--- src/rtl/irq_arb_pkg.sv ---
package irq_arb_pkg;
  localparam int unsigned CODE_POR   = 0;
  localparam int unsigned CODE_CMF   = 1;
  localparam int unsigned CODE_COP   = 2;
  localparam int unsigned CODE_ILLOP = 3;
  localparam int unsigned CODE_SWI   = 4;
  localparam int unsigned CODE_XIRQ  = 5;
  localparam int unsigned CODE_MBASE = 6;

  // sources beyond the slot count fold back onto the top slots
  function automatic int unsigned slot_of(int unsigned src, int unsigned n_vec);
    return (src < n_vec) ? src : (2 * n_vec - 1 - src);
  endfunction
endpackage

--- src/rtl/irq_src_qualify.sv ---
module irq_src_qualify #(
  parameter int unsigned N_MSRC = 19,
  parameter int unsigned N_MVEC = 15
) (
  input  logic [N_MSRC-1:0] req_i,
  input  logic [N_MSRC-1:0] en_i,
  input  logic              i_mask_i,
  output logic [N_MVEC-1:0] slot_pend_o
);
  import irq_arb_pkg::*;

  logic [N_MSRC-1:0] eff_en;
  logic [N_MSRC-1:0] src_ok;

  // source 0 is the bare IRQ pin: no local enable
  assign eff_en = en_i | {{(N_MSRC-1){1'b0}}, 1'b1};
  assign src_ok = req_i & eff_en & {N_MSRC{~i_mask_i}};

  for (genvar v = 0; v < N_MVEC; v++) begin : g_slot
    always_comb begin
      slot_pend_o[v] = 1'b0;
      for (int unsigned s = 0; s < N_MSRC; s++)
        if (slot_of(s, N_MVEC) == v && src_ok[s]) slot_pend_o[v] = 1'b1;
    end
  end

  always_comb begin
    if (i_mask_i) a_r4_masked_quiet : assert (slot_pend_o == '0);
  end
endmodule

--- src/rtl/irq_prio_reg.sv ---
module irq_prio_reg #(
  parameter int unsigned N_MVEC = 15,
  parameter int unsigned SLOT_W = 4
) (
  input  logic              clk_i,
  input  logic              rst_ni,
  input  logic              we_i,
  input  logic [SLOT_W-1:0] wdata_i,
  input  logic              i_mask_i,
  output logic [SLOT_W-1:0] prio_o
);
  logic wr_ok;

  assign wr_ok = we_i && i_mask_i && (32'(wdata_i) < N_MVEC);

  always_ff @(posedge clk_i or negedge rst_ni) begin
    if (!rst_ni)    prio_o <= '0;
    else if (wr_ok) prio_o <= wdata_i;
  end

  a_r9_locked_unmasked : assert property (@(posedge clk_i) disable iff (!rst_ni)
    !i_mask_i |=> $stable(prio_o));
  a_r9_in_range : assert property (@(posedge clk_i) disable iff (!rst_ni)
    32'(prio_o) < N_MVEC);
endmodule

--- src/rtl/irq_pick.sv ---
module irq_pick #(
  parameter int unsigned N_MVEC = 15,
  parameter int unsigned SLOT_W = 4,
  parameter int unsigned VEC_W  = 5
) (
  input  logic [2:0]        rst_cause_i,
  input  logic              illop_i,
  input  logic              swi_i,
  input  logic              xirq_i,
  input  logic              x_mask_i,
  input  logic [N_MVEC-1:0] slot_pend_i,
  input  logic [SLOT_W-1:0] prio_i,
  output logic              any_o,
  output logic [VEC_W-1:0]  code_o
);
  import irq_arb_pkg::*;

  logic              promo_hit;
  logic [SLOT_W-1:0] fixed_win;
  logic [SLOT_W-1:0] m_win;

  always_comb begin
    promo_hit = 1'b0;
    for (int unsigned v = 0; v < N_MVEC; v++)
      if (SLOT_W'(v) == prio_i && slot_pend_i[v]) promo_hit = 1'b1;
  end

  // descending scan: lowest pending slot is written last
  always_comb begin
    fixed_win = '0;
    for (int v = N_MVEC - 1; v >= 0; v--)
      if (slot_pend_i[v]) fixed_win = SLOT_W'(v);
  end

  assign m_win = promo_hit ? prio_i : fixed_win;

  always_comb begin
    any_o  = 1'b1;
    code_o = '0;
    if (rst_cause_i[0])            code_o = VEC_W'(CODE_POR);
    else if (rst_cause_i[1])       code_o = VEC_W'(CODE_CMF);
    else if (rst_cause_i[2])       code_o = VEC_W'(CODE_COP);
    else if (illop_i)              code_o = VEC_W'(CODE_ILLOP);
    else if (swi_i)                code_o = VEC_W'(CODE_SWI);
    else if (xirq_i && !x_mask_i)  code_o = VEC_W'(CODE_XIRQ);
    else if (|slot_pend_i)         code_o = VEC_W'(CODE_MBASE) + VEC_W'(m_win);
    else                           any_o  = 1'b0;
  end
endmodule

--- src/rtl/irq_vector_arbiter.sv ---
module irq_vector_arbiter #(
  parameter int unsigned N_MSRC = 19,
  parameter int unsigned N_MVEC = 15,
  localparam int unsigned SLOT_W = $clog2(N_MVEC),
  localparam int unsigned N_CODE = irq_arb_pkg::CODE_MBASE + N_MVEC,
  localparam int unsigned VEC_W  = $clog2(N_CODE)
) (
  input  logic              clk_i,
  input  logic              rst_ni,
  input  logic [2:0]        rst_cause_i,
  input  logic              illop_i,
  input  logic              swi_i,
  input  logic              xirq_i,
  input  logic              x_mask_i,
  input  logic              i_mask_i,
  input  logic [N_MSRC-1:0] irq_req_i,
  input  logic [N_MSRC-1:0] irq_en_i,
  input  logic              prio_we_i,
  input  logic [SLOT_W-1:0] prio_wdata_i,
  input  logic              ack_i,
  output logic              req_o,
  output logic [VEC_W-1:0]  vec_o
);
  logic [N_MVEC-1:0] slot_pend;
  logic [SLOT_W-1:0] prio;
  logic              any;
  logic [VEC_W-1:0]  code;
  logic              req_q;
  logic [VEC_W-1:0]  vec_q;

  irq_src_qualify #(.N_MSRC(N_MSRC), .N_MVEC(N_MVEC)) u_qual (
    .req_i(irq_req_i), .en_i(irq_en_i), .i_mask_i(i_mask_i), .slot_pend_o(slot_pend)
  );

  irq_prio_reg #(.N_MVEC(N_MVEC), .SLOT_W(SLOT_W)) u_prio (
    .clk_i(clk_i), .rst_ni(rst_ni), .we_i(prio_we_i), .wdata_i(prio_wdata_i),
    .i_mask_i(i_mask_i), .prio_o(prio)
  );

  irq_pick #(.N_MVEC(N_MVEC), .SLOT_W(SLOT_W), .VEC_W(VEC_W)) u_pick (
    .rst_cause_i(rst_cause_i), .illop_i(illop_i), .swi_i(swi_i), .xirq_i(xirq_i),
    .x_mask_i(x_mask_i), .slot_pend_i(slot_pend), .prio_i(prio),
    .any_o(any), .code_o(code)
  );

  // hold until ack; ack cycle drops req, next cycle re-arbitrates
  always_ff @(posedge clk_i or negedge rst_ni) begin
    if (!rst_ni) begin
      req_q <= 1'b0;
      vec_q <= '0;
    end else if (req_q) begin
      if (ack_i) req_q <= 1'b0;
    end else begin
      req_q <= any;
      vec_q <= code;
    end
  end

  assign req_o = req_q;
  assign vec_o = vec_q;

  a_r10_hold : assert property (@(posedge clk_i) disable iff (!rst_ni)
    req_q && !ack_i |=> req_q && $stable(vec_q));
  a_r11_ack_drop : assert property (@(posedge clk_i) disable iff (!rst_ni)
    req_q && ack_i |=> !req_q);
  a_r2_por_first : assert property (@(posedge clk_i) disable iff (!rst_ni)
    !req_q && rst_cause_i[0] |=> req_q && vec_q == '0);
  a_r4_mask_blocks : assert property (@(posedge clk_i) disable iff (!rst_ni)
    !req_q && i_mask_i && rst_cause_i == 3'b000 && !illop_i && !swi_i
      && !(xirq_i && !x_mask_i) |=> !req_q);
  a_r6_code_range : assert property (@(posedge clk_i) disable iff (!rst_ni)
    req_q |-> 32'(vec_q) < N_CODE);
endmodule

--- config.mk ---
export PLATFORM = sky130hd
export DESIGN_NAME = irq_vector_arbiter
export DESIGN_NICKNAME = d
export VERILOG_FILES = /design/src/rtl/irq_arb_pkg.sv /design/src/rtl/irq_src_qualify.sv /design/src/rtl/irq_prio_reg.sv /design/src/rtl/irq_pick.sv /design/src/rtl/irq_vector_arbiter.sv
export SDC_FILE = /design/constraint.sdc
export NUM_CORES = 1
export LEC_CHECK = 0
export BUFFER_PORTS_ARGS = -buffer_cell sky130_fd_sc_hd__buf_2
export CAP_MARGIN = 30
export CORE_ASPECT_RATIO = 0.75
export CORE_MARGIN = 2
export CORE_UTILIZATION = 47
export CTS_CLUSTER_DIAMETER = 120
export DETAILED_ROUTE_END_ITERATION = 10
export HOLD_SLACK_MARGIN = 0.06
export PLACE_DENSITY = 0.85
export SYNTH_ARGS = -nofsm -noshare
export SYNTH_HDL_FRONTEND = slang
export SYNTH_SLANG_ARGS = --single-unit
--- constraint.sdc ---
create_clock -name clk_i -period 5.3 [get_ports clk_i]
set_input_delay 1.06 -clock clk_i [delete_from_list [all_inputs] [get_ports clk_i]]
set_output_delay 1.06 -clock clk_i [all_outputs]
set_load 0.005 [all_outputs]
# --- Word-level counts from Yosys, hierarchy flattened ---
# Cells that the tools add are included.
totals:
  out_inout_bits: 6
  wordCells: 109
  in_bits: 54
  reg_bits: 10
classes:
  n_lt_le_gt_ge: 1
  bitwise: 3
  add_sub_neg: 1
  eq_ne: 14
  n_reduce_logical: 21
  muxes: 66
op_table:
  columns: ["cell", "count"]
  rows:
  - ["$mux W4", 16]
  - ["$mux W1", 43]
  - ["$and A19 B19 Y19", 2]
  - ["$mux W5", 7]
  - ["$eq A4 B4 Y1 const A", 7]
  - ["$logic_and A1 B1 Y1", 18]
  - ["$eq A3 B4 Y1 const A", 4]
  - ["$reduce_or A15 Y1", 1]
  - ["$eq A2 B4 Y1 const A", 2]
  - ["$add A3 B4 Y5 const A", 1]
  - ["$eq A1 B4 Y1 const A", 1]
  - ["$logic_not A4 Y1", 1]
  - ["$lt A4 B4 Y1 const B", 1]
  - ["$logic_not A1 Y1", 1]
  - ["$not A1 Y1", 1]

# --- Longest topological paths before layout ---
depth:
  word_depth: 28
  depth_mapped: 11
  depth_no_buf: 10

# --- Modules after synthesis ---
# From an unflattened synthesis, not the netlist that was laid out.
unflattened:
  hier_cells: 144
  hier_area_um2: 1159.9
by_module_without_submodules:
  columns: ["mod", "cells_each", "area_each_um2", "n_inst"]
  rows:
  - ["irq_pick", 83, 565.5, 1]
  - ["irq_vector_arbiter", 14, 250.2, 1]
  - ["irq_prio_reg", 17, 206.4, 1]
  - ["irq_src_qualify", 30, 137.6, 1]

# --- Least setup slack after synthesis ---
# Ideal clock, no wire load.
synth_path:
  kind: "input to register"
  startpoint: "in i_mask_i"
  endpoint: "reg vec_q[3], in the netlist vec_o[3]"
  t_required_ps: 5224
  arrival_time_ps: 2934
  path_slack_ps: 2290
  path_stages: 11
  setup_time_ps: 76
  n_path_buf: 1
  path_cell_list: "buf_2 -> nor3b_2 -> a21oi_1 -> o22a_2 -> o22ai_4 -> mux2i_1 -> ha_1 -> nand2_1 -> or3_1 -> o211a_1 -> o21ai_1"
synth_between:
  elab_chain_cells: 28
  word_cells_on_any_way: 76
  classes_between: "add/sub (1); mux (57); bitwise (2); reduce/logical (16)"
synth_rtl:
  columns: ["element", "line_no", "source"]
  rows:
  - ["from (decl)", "irq_vector_arbiter.sv:15", "input logic i_mask_i,"]
  - ["$not A1 Y1 *", "irq_src_qualify.sv:17", "assign src_ok = req_i & eff_en & {N_MSRC{~i_mask_i}};"]
  - ["$and A19 B19 Y19 *", "irq_src_qualify.sv:17", null]
  - ["$mux W1", "irq_src_qualify.sv:23", "if (slot_of(s, N_MVEC) == v && src_ok[s]) slot_pend_o[v] = 1'b1;"]
  - ["$mux W1 / $logic_and A1 B1 Y1 (equally long branches)", "irq_src_qualify.sv:23, irq_pick.sv:25", null]
  - ["$mux W4 / $mux W1 (equally long branches) (15 in series)", "irq_pick.sv:32, irq_pick.sv:25", null]
  - ["$mux W4", "irq_pick.sv:35", "assign m_win = promo_hit ? prio_i : fixed_win;"]
  - ["$add A3 B4 Y5", "irq_pick.sv:46", "else if (|slot_pend_i) code_o = VEC_W'(CODE_MBASE) + VEC_W'(m_win);"]
  - ["$mux W5 *", "irq_pick.sv:46", null]
  - ["$mux W5 *", "irq_pick.sv:45", "else if (xirq_i && !x_mask_i) code_o = VEC_W'(CODE_XIRQ);"]
  - ["$mux W5 *", "irq_pick.sv:44", "else if (swi_i) code_o = VEC_W'(CODE_SWI);"]
  - ["$mux W5 *", "irq_pick.sv:43", "else if (illop_i) code_o = VEC_W'(CODE_ILLOP);"]
  - ["$mux W5 *", "irq_pick.sv:42", "else if (rst_cause_i[2]) code_o = VEC_W'(CODE_COP);"]
  - ["$mux W5 *", "irq_pick.sv:41", "else if (rst_cause_i[1]) code_o = VEC_W'(CODE_CMF);"]
  - ["$mux W5 *", "irq_pick.sv:40", "if (rst_cause_i[0]) code_o = VEC_W'(CODE_POR);"]
  - ["to (signal assigned)", "irq_vector_arbiter.sv:55", "vec_q <= code;"]
  - ["to (decl)", "irq_vector_arbiter.sv:29", "logic [VEC_W-1:0] vec_q;"]
# Mark *: on every way between the ends. The rest lies on a longest branch, timed or not.
# A chain may end at the register's enable or synchronous reset.

# --- Final worst setup path ---
# Ends and elaborated chain as after synthesis.

==> qor.csv <==
stage,metric,value,unit
clock_tree,clock tree buffer depth,2,
die,Die Area,2630,µm²
timing,fmax,321,MHz
synth,syn avg cell area,8.59,µm²
setup_path,WP data arrival,3.30,ns
die,floorplan row count,14,
detailed_routing,Post-DRT Antenna Nets,0,
synth,Post-synth EDFFs,0,
clock_tree,Clock transition at path regs,0.06,ns
detailed_routing,Iteration-0 DRC Markers,104,
setup_path,R2R setup slack,2.54,ns
die,# IOs,60,
synth,Seq cells post-synth,10,
setup_path,Worst Reg-to-Reg Cells,10,
synth,Post-Synth Simple-Gate Area,26.3,%
timing,final hold viol count,0,
timing,Slew HR,64.8,%
timing,final worst setup slack,2.19,ns
flow_run,Max-cap violations,0,
place,Final GP Congestion,0.973,
timing,Final setup viols,0,
die,Core ar.,2050,µm²
detailed_routing,WL/cell,15.8,µm
clock_tree,post_cts resized,0,
layout,ANT cells,0,
synth,combinational family with the most area after synthesis,compound AO/OA/AOI/OAI gates,
global_route,vias in the first global route,1181,
setup_path,most frequent CP cell,or3_1,
clock_tree,setup repair bufs after CTS,0,
clock_tree,clk root buf,clkbuf_4,
timing,Final Critical Period,3.11,ns
clock_tree,Worst-Skew Late Latency,0.27,ns
synth,"Top FF cell, synth",dfrtp_1,
setup_path,Crit path largest cell delay,0.39,ns
layout,Area growth syn-to-layout,31.4,%
layout,nets@finish,236,
setup_path,Worst path slowest cell,or3_1,
worst_hold_path,Hold Path Class,reg -> reg,
power_and_ir_drop,Leakage,0.650,nW
setup_path,CP Data Required Time,5.49,ns
synth,Post-Syn Nets,177,
die,Die Width,58.5,µm
layout,Fillers,176,
global_route,initial antenna violation count,0,
power_and_ir_drop,Pwr Density,208,nW/µm²
clock_tree,sinks on the clock net,10,
synth,xor/xnor share of the synthesized area,0,%
setup_path,critical path type,in -> reg,
clock_tree,cts bufs inserted,3,
detailed_routing,total wire length,3230,µm
clock_tree,total number of H-tree levels,1,
detailed_routing,DR DRC count,0,
synth,gate count after technology mapping,122,
setup_path,crit path max fanout,11,
synth,Commonest cells post-synth,"nand2_1 (15), dfrtp_1 (10), nor2_1 (10)",
setup_path,Startpoint Class,primary input,
detailed_routing,via count of the routed design,1289,
synth,mapped cell area,1050,µm²
setup_path,crit end category,register,
synth,"count leader, synth",nand2_1,
die,initial core utilization,51.2,%
synth,Ys Warns,0,
synth,Post-synth ARST share,100,%
synth,Synth top area share,23.9,%
clock_tree,CTS tree,yes,
synth,post-synth top area cell,dfrtp_1,
global_route,first-pass GRT wire length,5180,µm
place,PortBufs,58,
synth,synth top area cells,"dfrtp_1 (24%), nand2_1 (5.4%), a222oi_1 (3.8%), nor2_1 (3.6%), a22o_1 (3.3%)",
synth,compound-cell area share of the yosys netlist,37.1,%
timing,Slew @ Worst Pin,0.515,ns
setup_path,cells along the critical path,buf_2 > or3_1 > o22a_2 > o22ai_4 > mux2i_1 > ha_1 > nand2_1 > or3_1 > o211a_1 > o21ai_1,
global_route,"Remaining Overflow, GRT",0,
worst_hold_path,hold_sp,vec_o[4]$_DFFE_PN0N_,
timing,RSZ-0062 raised after global routing,false,
synth,Synth Area in Adders,1.19,%
synth,fraction of synthesized area in multiplexers,7.52,%
layout,Register Area,250,µm²
status,status,"finished, final reports clean",
timing,Clock Skew,0.00235,ns
layout,share of cells above drive strength 1,41.1,%
layout,multi-input gate area in the final layout,756,µm²
synth,Yosys cell types,56,
setup_path,reg-to-reg critical path endpoint,vec_o[3]$_DFFE_PN0N_,
place,DPL Wire Length,2670,µm
place,Placement Setup Slack,1.92,ns
timing,Tcrit/Tclk final,58.7,%
timing,"Slew Viols, Final",0,
detailed_routing,drt first pass iters,4,
timing,final setup TNS,0,ns
worst_hold_path,cell count of the worst hold path,1,
synth,sequential fraction of the synthesis area,23.9,%
worst_hold_path,Hold Path Sink,vec_o[4]$_DFFE_PN0N_,
detailed_routing,via/cell ratio,6.32,
clock_tree,# hold bufs at CTS,0,
global_route,largest net degree at the start of global routing,14,
power_and_ir_drop,Peak supply drop,0.000226,V
global_route,GRT Util Overall,26.1,%
die,Die H,44.9,µm
setup_path,RR Startpoint,u_prio.prio_o[1]$_DFFE_PN0P_,
[where the power goes]
group | total, W | switching (W) | internal [W]
Combinational | 0.000119 | 0.0000590 | 0.0000603
Clock | 0.0000683 | 0.0000265 | 0.0000417
Sequential | 0.0000986 | 0.0000148 | 0.0000839
[per-stage QoR]
stage                     hold WS [ns]  total power (W)  util [%]  cells  instance area (µm²)
after floorplan                  0.482         0.000174         -    122                 1050
after detailed placement         0.485         0.000217      65.4    200                 1340
after CTS                        0.500         0.000285      67.2    204                 1380
after global placement           0.480         0.000213      65.4    200                 1340
final                            0.500         0.000286      67.2    204                 1380
after global routing             0.519         0.000305      67.2    204                 1380
[worst max-delay path: cells and delay by family]
kind,cells,cell delay [ns]
compound gates,4,0.80
fa+ha+maj,1,0.22
buf+inv,1,0.17
mux,1,0.28
simple gates,3,0.76
[worst max path at each step]
stage,slack (ns),cells after the start,start,end
after CTS,2.20,10,i_mask_i,vec_o[3]$_DFFE_PN0N_
after global routing,2.03,10,i_mask_i,vec_o[3]$_DFFE_PN0N_
final,2.19,10,i_mask_i,vec_o[3]$_DFFE_PN0N_
after detailed placement,1.92,10,i_mask_i,vec_o[3]$_DFFE_PN0N_
after global placement,2.01,10,i_mask_i,vec_o[3]$_DFFE_PN0N_
after floorplan,2.29,11,i_mask_i,vec_o[3]$_DFFE_PN0N_
[cells in the final DEF (no fill, tap or decap), types with 3 or more instances in the layout]
cell type / synthesis / layout
buf_2: 1 / 58
nand2_1: 15 / 15
nor2_1: 10 / 10
dfrtp_1: 10 / 10
a21oi_1: 5 / 5
a22o_1: 4 / 4
a222oi_1: 4 / 4
o21ai_0: 4 / 4
mux2i_1: 3 / 3
or3_1: 3 / 3
inv_1: 3 / 3
a31oi_1: 3 / 3
nand3_1: 3 / 3
clkbuf_4: 0 / 3
[sequential cells by signal, summed over array words and instances (netlist names)]
name / flops
req_o: 1
u_prio.prio_o: 4
vec_o: 5
[layer usage]
layer  global-route usage (%)  vias to the layer above  share of wire, %
met2                     44.7                       63                47
li1                         -                      612                 -
met4                     4.65                        0              0.43
met5                        0                        -                 0
met3                     4.87                        2               7.8
met1                     35.1                      612                45
[cells by family after synthesis]
family,Yosys count
DFF,10
buffers and inverters,8
and+or+nand+nor,50
AOI/OAI and AO/OA,47
adders and majority gates,1
muxes,6
[area by class of cell]
type | instances | area share [%]
flip-flops and latches | 10 | 18.2
clock buffers | 4 | 2.63
inverters | 4 | 1.09
repair buffers | 58 | 21.1
multi-input cells | 104 | 54.9
well taps | 24 | 2.18
Power figures use the tool's default switching activity.
